**config.mk**
```make
export PLATFORM = sky130hd
export DESIGN_NAME = gpio_bank_irq
export DESIGN_NICKNAME = d
export VERILOG_FILES = /design/src/rtl/gpio_irq_pkg.sv /design/src/rtl/gpio_irq_ctrl.sv /design/src/rtl/gpio_irq_dp.sv /design/src/rtl/gpio_bank_irq.sv
export SDC_FILE = /design/constraint.sdc
export NUM_CORES = 2
export LEC_CHECK = 0
export ABC_AREA = 1
export BUFFER_PORTS_ARGS = -buffer_cell sky130_fd_sc_hd__buf_2
export CELL_PAD_IN_SITES_DETAIL_PLACEMENT = 1
export CELL_PAD_IN_SITES_GLOBAL_PLACEMENT = 2
export CORE_ASPECT_RATIO = 1.75
export CORE_MARGIN = 5
export CORE_UTILIZATION = 33
export DETAILED_ROUTE_END_ITERATION = 12
export HOLD_SLACK_MARGIN = 0.08
export PLACE_DENSITY_LB_ADDON = 0.1
export SLEW_MARGIN = 20
export SYNTH_ARGS = -nofsm -noshare
export SYNTH_HDL_FRONTEND = slang
export SYNTH_SLANG_ARGS = --single-unit
```
**constraint.sdc**
```tcl
create_clock -name clk -period 1.8 [get_ports clk]
set_input_delay 0.09 -clock clk [delete_from_list [all_inputs] [get_ports clk]]
set_output_delay 0.09 -clock clk [all_outputs]
set_load 0.005 [all_outputs]
```
**src/rtl/gpio_irq_pkg.sv**
```systemverilog
package gpio_irq_pkg;
  localparam int BANK_W = 4;

  typedef enum logic [3:0] {
    TRIG_RISE = 4'd0,
    TRIG_FALL = 4'd1,
    TRIG_HIGH = 4'd2,
    TRIG_LOW  = 4'd3,
    TRIG_BOTH = 4'd4
  } trigMode_e;

  typedef enum logic [2:0] {
    SEL_CFG0 = 3'd0,
    SEL_CFG1 = 3'd1,
    SEL_CFG2 = 3'd2,
    SEL_CFG3 = 3'd3,
    SEL_EN   = 3'd4,
    SEL_STA  = 3'd5,
    SEL_DEB  = 3'd6,
    SEL_NONE = 3'd7
  } regSel_e;

  typedef struct packed {
    logic              hit;
    logic              wr;
    logic [BANK_W-1:0] bank;
    regSel_e           sel;
  } regStrobe_t;
endpackage

```
**src/rtl/gpio_irq_ctrl.sv**
```systemverilog
module gpio_irq_ctrl
  import gpio_irq_pkg::*;
#(
  parameter int NUM_BANKS = 3,
  parameter int ADDR_W    = 12
) (
  input  logic [ADDR_W-1:0] regAddr,
  input  logic              regWrEn,
  output regStrobe_t        stb
);
  localparam logic [ADDR_W-1:0] WIN_BASE = ADDR_W'('h200);
  localparam logic [ADDR_W-1:0] BANK_LIM = ADDR_W'(NUM_BANKS);

  logic [ADDR_W-1:0] offset;
  logic inRange, bankOk, wordOk, hit;

  always_comb begin
    offset  = regAddr - WIN_BASE;
    inRange = regAddr >= WIN_BASE;
    bankOk  = (offset >> 5) < BANK_LIM;
    wordOk  = (offset[1:0] == 2'b00) && (offset[4:2] <= 3'd6);
    hit     = inRange && bankOk && wordOk;
    stb.hit  = hit;
    stb.wr   = hit && regWrEn;
    stb.bank = offset[5 +: BANK_W];
    stb.sel  = hit ? regSel_e'(offset[4:2]) : SEL_NONE;
  end
endmodule

```
**src/rtl/gpio_irq_dp.sv**
```systemverilog
module gpio_irq_dp
  import gpio_irq_pkg::*;
#(
  parameter int NUM_BANKS = 3,
  parameter int PINS      = 32,
  parameter int DATA_W    = 32
) (
  input  logic                      clk,
  input  logic                      rstN,
  input  regStrobe_t                stb,
  input  logic [DATA_W-1:0]         wrData,
  input  logic [NUM_BANKS*PINS-1:0] pinIn,
  output logic [DATA_W-1:0]         rdData,
  output logic [NUM_BANKS*PINS-1:0] enFlat,
  output logic [NUM_BANKS*PINS-1:0] staFlat
);
  localparam int FIELD_W  = 4;
  localparam int PER_WORD = DATA_W / FIELD_W;
  localparam int CFG_REGS = (PINS + PER_WORD - 1) / PER_WORD;

  logic [DATA_W-1:0] bankRd [NUM_BANKS];

  for (genvar b = 0; b < NUM_BANKS; b++) begin : g_bank
    logic [CFG_REGS-1:0][DATA_W-1:0] cfgR;
    logic [PINS-1:0] enR, staR, syncA, syncB, prevR, pinEvt, clrMask;
    logic [DATA_W-1:0] debR;
    logic selBank;

    assign selBank = stb.wr && (stb.bank == BANK_W'(b));
    assign clrMask = (selBank && stb.sel == SEL_STA) ? wrData[PINS-1:0] : '0;

    for (genvar p = 0; p < PINS; p++) begin : g_pin
      trigMode_e mode;
      logic rise, fall;
      assign mode = trigMode_e'(cfgR[p / PER_WORD][FIELD_W * (p % PER_WORD) +: FIELD_W]);
      assign rise = syncB[p] & ~prevR[p];
      assign fall = ~syncB[p] & prevR[p];
      assign pinEvt[p] = ((mode == TRIG_RISE) & rise)
                       | ((mode == TRIG_FALL) & fall)
                       | ((mode == TRIG_BOTH) & (rise | fall))
                       | ((mode == TRIG_HIGH) & syncB[p])
                       | ((mode == TRIG_LOW)  & ~syncB[p]);
    end

    always_ff @(posedge clk) begin
      if (!rstN) begin
        cfgR  <= '0;
        enR   <= '0;
        staR  <= '0;
        debR  <= '0;
        syncA <= '0;
        syncB <= '0;
        prevR <= '0;
      end else begin
        syncA <= pinIn[b*PINS +: PINS];
        syncB <= syncA;
        prevR <= syncB;
        staR  <= (staR & ~clrMask) | pinEvt;
        if (selBank) begin
          if (stb.sel == SEL_EN)  enR  <= wrData[PINS-1:0];
          if (stb.sel == SEL_DEB) debR <= wrData;
          for (int r = 0; r < CFG_REGS; r++) begin
            if (stb.sel == regSel_e'(r)) cfgR[r] <= wrData;
          end
        end
      end
    end

    always_comb begin
      bankRd[b] = '0;
      case (stb.sel)
        SEL_EN:  bankRd[b] = DATA_W'(enR);
        SEL_STA: bankRd[b] = DATA_W'(staR);
        SEL_DEB: bankRd[b] = debR;
        default: begin
          for (int r = 0; r < CFG_REGS; r++) begin
            if (stb.sel == regSel_e'(r)) bankRd[b] = cfgR[r];
          end
        end
      endcase
    end

    assign enFlat[b*PINS +: PINS]  = enR;
    assign staFlat[b*PINS +: PINS] = staR;
  end

  always_comb begin
    rdData = '0;
    if (stb.hit) begin
      for (int b = 0; b < NUM_BANKS; b++) begin
        if (stb.bank == BANK_W'(b)) rdData = bankRd[b];
      end
    end
  end
endmodule

```
**src/rtl/gpio_bank_irq.sv**
```systemverilog
module gpio_bank_irq
  import gpio_irq_pkg::*;
#(
  parameter int NUM_BANKS = 3,
  parameter int PINS      = 32,
  parameter int ADDR_W    = 12,
  parameter int DATA_W    = 32
) (
  input  logic                      clk,
  input  logic                      rstN,
  input  logic                      regWrEn,
  input  logic [ADDR_W-1:0]         regAddr,
  input  logic [DATA_W-1:0]         regWrData,
  output logic [DATA_W-1:0]         regRdData,
  input  logic [NUM_BANKS*PINS-1:0] pinIn,
  output logic                      irqOut
);
  regStrobe_t stb;
  logic [NUM_BANKS*PINS-1:0] enFlat, staFlat;

  gpio_irq_ctrl #(.NUM_BANKS(NUM_BANKS), .ADDR_W(ADDR_W)) u_ctrl (
    .regAddr(regAddr), .regWrEn(regWrEn), .stb(stb)
  );

  gpio_irq_dp #(.NUM_BANKS(NUM_BANKS), .PINS(PINS), .DATA_W(DATA_W)) u_dp (
    .clk(clk), .rstN(rstN), .stb(stb), .wrData(regWrData), .pinIn(pinIn),
    .rdData(regRdData), .enFlat(enFlat), .staFlat(staFlat)
  );

  assign irqOut = |(enFlat & staFlat);
endmodule

```
==> flow_summary.json <==
{
  "slowest_delay_ns": 0.35,
  "crit_buf_inv": 8,
  "status": "complete, but fails checks",
  "synthCells": 6409,
  "core_um2": 139000,
  "grt_overflow_total": 0,
  "syn_area_um2": 46000,
  "vias": 48500,
  "reg2reg_to": "u_dp.g_bank[1].staR[19]$_SDFF_PN0_",
  "fmax_ghz": 0.365,
  "synth.avg_cell_area_um2": 7.18,
  "hold_viol": 0,
  "cts.sinks": 960,
  "die_w_um": 292,
  "netlist.area_leader.share_pct": 41.7,
  "grt_use_total_pct": 29.6,
  "htreeDepth": 3,
  "cts_made_buffers": 101,
  "power.net_switching_w": 0.0122,
  "intPower_w": 0.0362,
  "hold_class": "input pin to register",
  "ios": 176,
  "drc": 0,
  "io_buffer_count": 175,
  "worstPathCellList": "buf_8 -> inv_6 -> ha_4 -> inv_2 -> nand2_1 -> nand2_2 -> nor2_4 -> nand2_8 -> buf_6 -> nor2_4 -> nand2_4 -> inv_2 -> buf_12 -> buf_12 -> a21oi_1 -> a21oi_2 -> nor2_4 -> nor2_4 -> nor2_4 -> buf_2",
  "worst_clock_skew_ns": 0.0271,
  "totalWireLength_mm": 231,
  "viasPerCell": 5.36,
  "fin_util_pct": 45.2,
  "grt_pass1_wl_mm": 331,
  "drive_above_1_share_pct": 19.4,
  "ant_nets": 0,
  "nFillCells": 16800,
  "combPwrFrac_pct": 7.3,
  "ys_seq_area_share_pct": 41.7,
  "power_w": 0.0485,
  "cts.reportedPaths.clkPinSlew_ns": 0.06,
  "synth_nets": 6745,
  "min_to": "u_dp.g_bank[0].syncA[10]$_SDFF_PN0_",
  "first_global_vias": 49800,
  "period_share_pct": 152,
  "max-vdd-ir-drop_uv": 640,
  "synthTopCellsByArea": "dfxtp_1 42%, a21oi_1 9.8%, o21ai_0 9.2%",
  "min_from": "pinIn[10]",
  "cp-start-kind": "input pin",
  "dieArea_um2": 147000,
  "drv_slew": 0,
  "cts_max_path_buffers": 3,
  "min_period_ns": 2.74,
  "rows": 181,
  "synth_area_leader_cell": "dfxtp_1",
  "grt_max_degree": 111,
  "seqPwrFrac_pct": 45.3,
  "ys_ff_latch": 960,
  "drt_pass1_iterations": 8,
  "area_growth_pct": 36.3,
  "failed_checks": "negative setup slack",
  "gp_congestion": 0.895,
  "synth.distinct_cells": 41,
  "swShare_pct": 25.2,
  "endpoint_kind": "output port",
  "avgRoutedWirePerCell_um": 25.6,
  "setup_slack_ns": -0.943,
  "worstMarginPinSlew_ns": 1.00,
  "first_iter_violations": 2871,
  "worstReg2RegStart": "u_dp.g_bank[1].syncB[19]$_SDFF_PN0_",
  "p_leak_nw": 27.9,
  "worst-r2r-cell-count": 5,
  "cap_violations": 0,
  "cpMostUsedCell": "nor2_4",
  "holdPathStages": 4,
  "powerDensity_nw_per_um2": 772,
  "max_slew_margin_pct": 33.1,
  "rsz0062_at_grt": "true",
  "die_h_um": 504,
  "dp_hpwl_mm": 158,
  "hold_slack_ns": 0.121,
  "num-nets-final": 7466,
  "pwr-share-clk_pct": 47.4,
  "path_class": "input pin to output port",
  "grt_antenna_before_repair": 5,
  "initial_core_util_pct": 33.2,
  "critPathMaxFanout": 9,
  "regToRegSetupSlack_ns": 0.06,
  "crit_family": "simple AND/OR/NAND/NOR gates",
  "root_buffer": "clkbuf_16",
  "cpMaxStageDelayCell": "a21oi_2",
  "ys_warn_count": 0,
  "finalSetupViolCount": 167,
  "cts_tree": "done",
  "crit_required_ns": 1.71,
  "clkLatencyLatePin_ns": 0.74,
  "cp_data_arrival_time_ns": 2.65
}
## cell usage after synthesis
cell type	count
nand2_1	963
dfxtp_1	960
inv_1	928
a21oi_1	905
o21ai_0	843
nand3_1	343
clkbuf_1	317
nor2_1	295
nand4_1	233
ha_1	193
buf_2	103
o31ai_1	47
o311ai_0	41
o211ai_1	40
o21ai_1	33
nand3b_1	24
a22o_1	21
nor2_4	19
a221oi_1	16
buf_1	15
a311o_1	11
buf_4	11
inv_2	8
nor2_2	7
o2111ai_1	7
clkinv_1	3
nand3_4	3
nor3_1	3
buf_6	2
clkbuf_2	2
nor2_8	2
o221ai_1	2
inv_4	1
nand2_4	1
nand2_8	1
nand3_2	1
nand4_4	1
nor3_2	1
nor4_4	1
o211ai_2	1
or2_2	1
## metrics by stage
stage               TNS, ns  setup WS (ns)  cells  instance area (µm²)
global route         -58.05         -0.996   9044                62800
finish               -46.69         -0.943   9045                62800
detailed placement  -521.17          -1.45   8511                53000
floorplan            -32.88         -0.127   6409                46300
global placement    -506.36          -1.46   8511                53000
CTS                  -33.47         -0.968   8983                61100
## registers in the layout (all words and copies together), names as in the netlist
register	count
u_dp.g_bank.prevR	96
u_dp.g_bank.enR	96
u_dp.g_bank.syncA	96
u_dp.g_bank.staR	96
u_dp.g_bank.syncB	96
u_dp.g_bank.cfgR	384
u_dp.g_bank.debR	96
## layout make-up
| class | count | area (µm²) | area share (%) |
|---|---|---|---|
| diodes | 2 | 5.00 | 0.00797 |
| multi-input cells | 4059 | 23000 | 36.6 |
| inverters | 940 | 3590 | 5.71 |
| well taps | 1830 | 2290 | 3.65 |
| clock buffers | 142 | 3020 | 4.81 |
| flip-flops and latches | 960 | 19200 | 30.6 |
| clock inverters | 44 | 541 | 0.861 |
| repair buffers | 1068 | 11100 | 17.7 |
## power by group through the flow
stage	Sequential [W]	Clock (W)	Combinational [W]
after floorplan	0.0223	0	0.00133
after global routing	0.0220	0.0242	0.00380
after global placement	0.0224	0	0.00298
after detailed placement	0.0224	0	0.00303
after CTS	0.0219	0.0235	0.00350
final	0.0220	0.0230	0.00356
## worst min-delay path, stage by stage
cell and delay (ns):
dlygate4sd3_1 0.53, buf_2 0.10, nand2_1 0.04, inv_1 0.04
## logic make-up after synthesis
group | synth area share [%]
fa+ha+maj | 5.25
compound gates | 22.7
flops | 41.7
simple gates | 18.6
buf+inv | 11.7
## cells in the final DEF (no fill, tap or decap), types with 26 or more instances in the layout
cell           count
dfxtp_1          958
inv_1            904
a21oi_1          879
nand2_1          831
o21ai_0          752
buf_4            423
nand3_1          270
nand4_1          233
dlygate4sd3_1    233
nor2_1           232
ha_1             192
buf_12           149
buf_2            146
clkbuf_16        119
o21ai_1          116
nand2_2          106
buf_6             69
nor2_4            63
nand3_2           62
o31ai_1           47
o311ai_0          41
o211ai_1          40
nand2_4           27
nor2_2            26
## layer usage
layer	global-route usage [%]	vias up	wire (µm)
met5	0	-	0
li1	-	22800	-
met2	54.9	1134	119000
met1	32.4	24100	87400
met3	3.07	467	7340
met4	17.6	0	17200
## how the worst max path moves through the flow
stage                     depth (start not counted)         from  slack [ns]            end
after global routing                             24  regAddr[10]        -1.0   regRdData[4]
after detailed placement                         22  regAddr[10]       -1.45  regRdData[15]
after global placement                           22  regAddr[10]       -1.46  regRdData[15]
after CTS                                        21   regAddr[9]       -0.97   regRdData[9]
after floorplan                                  18  regAddr[10]       -0.13  regRdData[25]
final                                            20   regAddr[9]       -0.94  regRdData[12]
## what timing repair did
item / 4_1_cts / 5_1_grt
resized for setup: 380 / 227
hold endpoints to repair: 785 / 0
hold buffers: 233 / 0
buffers inserted: 42 / 50
cloned: 17 / 17
pin swaps: 143 / 131
setup endpoints to repair: 308 / 287
Power figures use the tool's default switching activity.
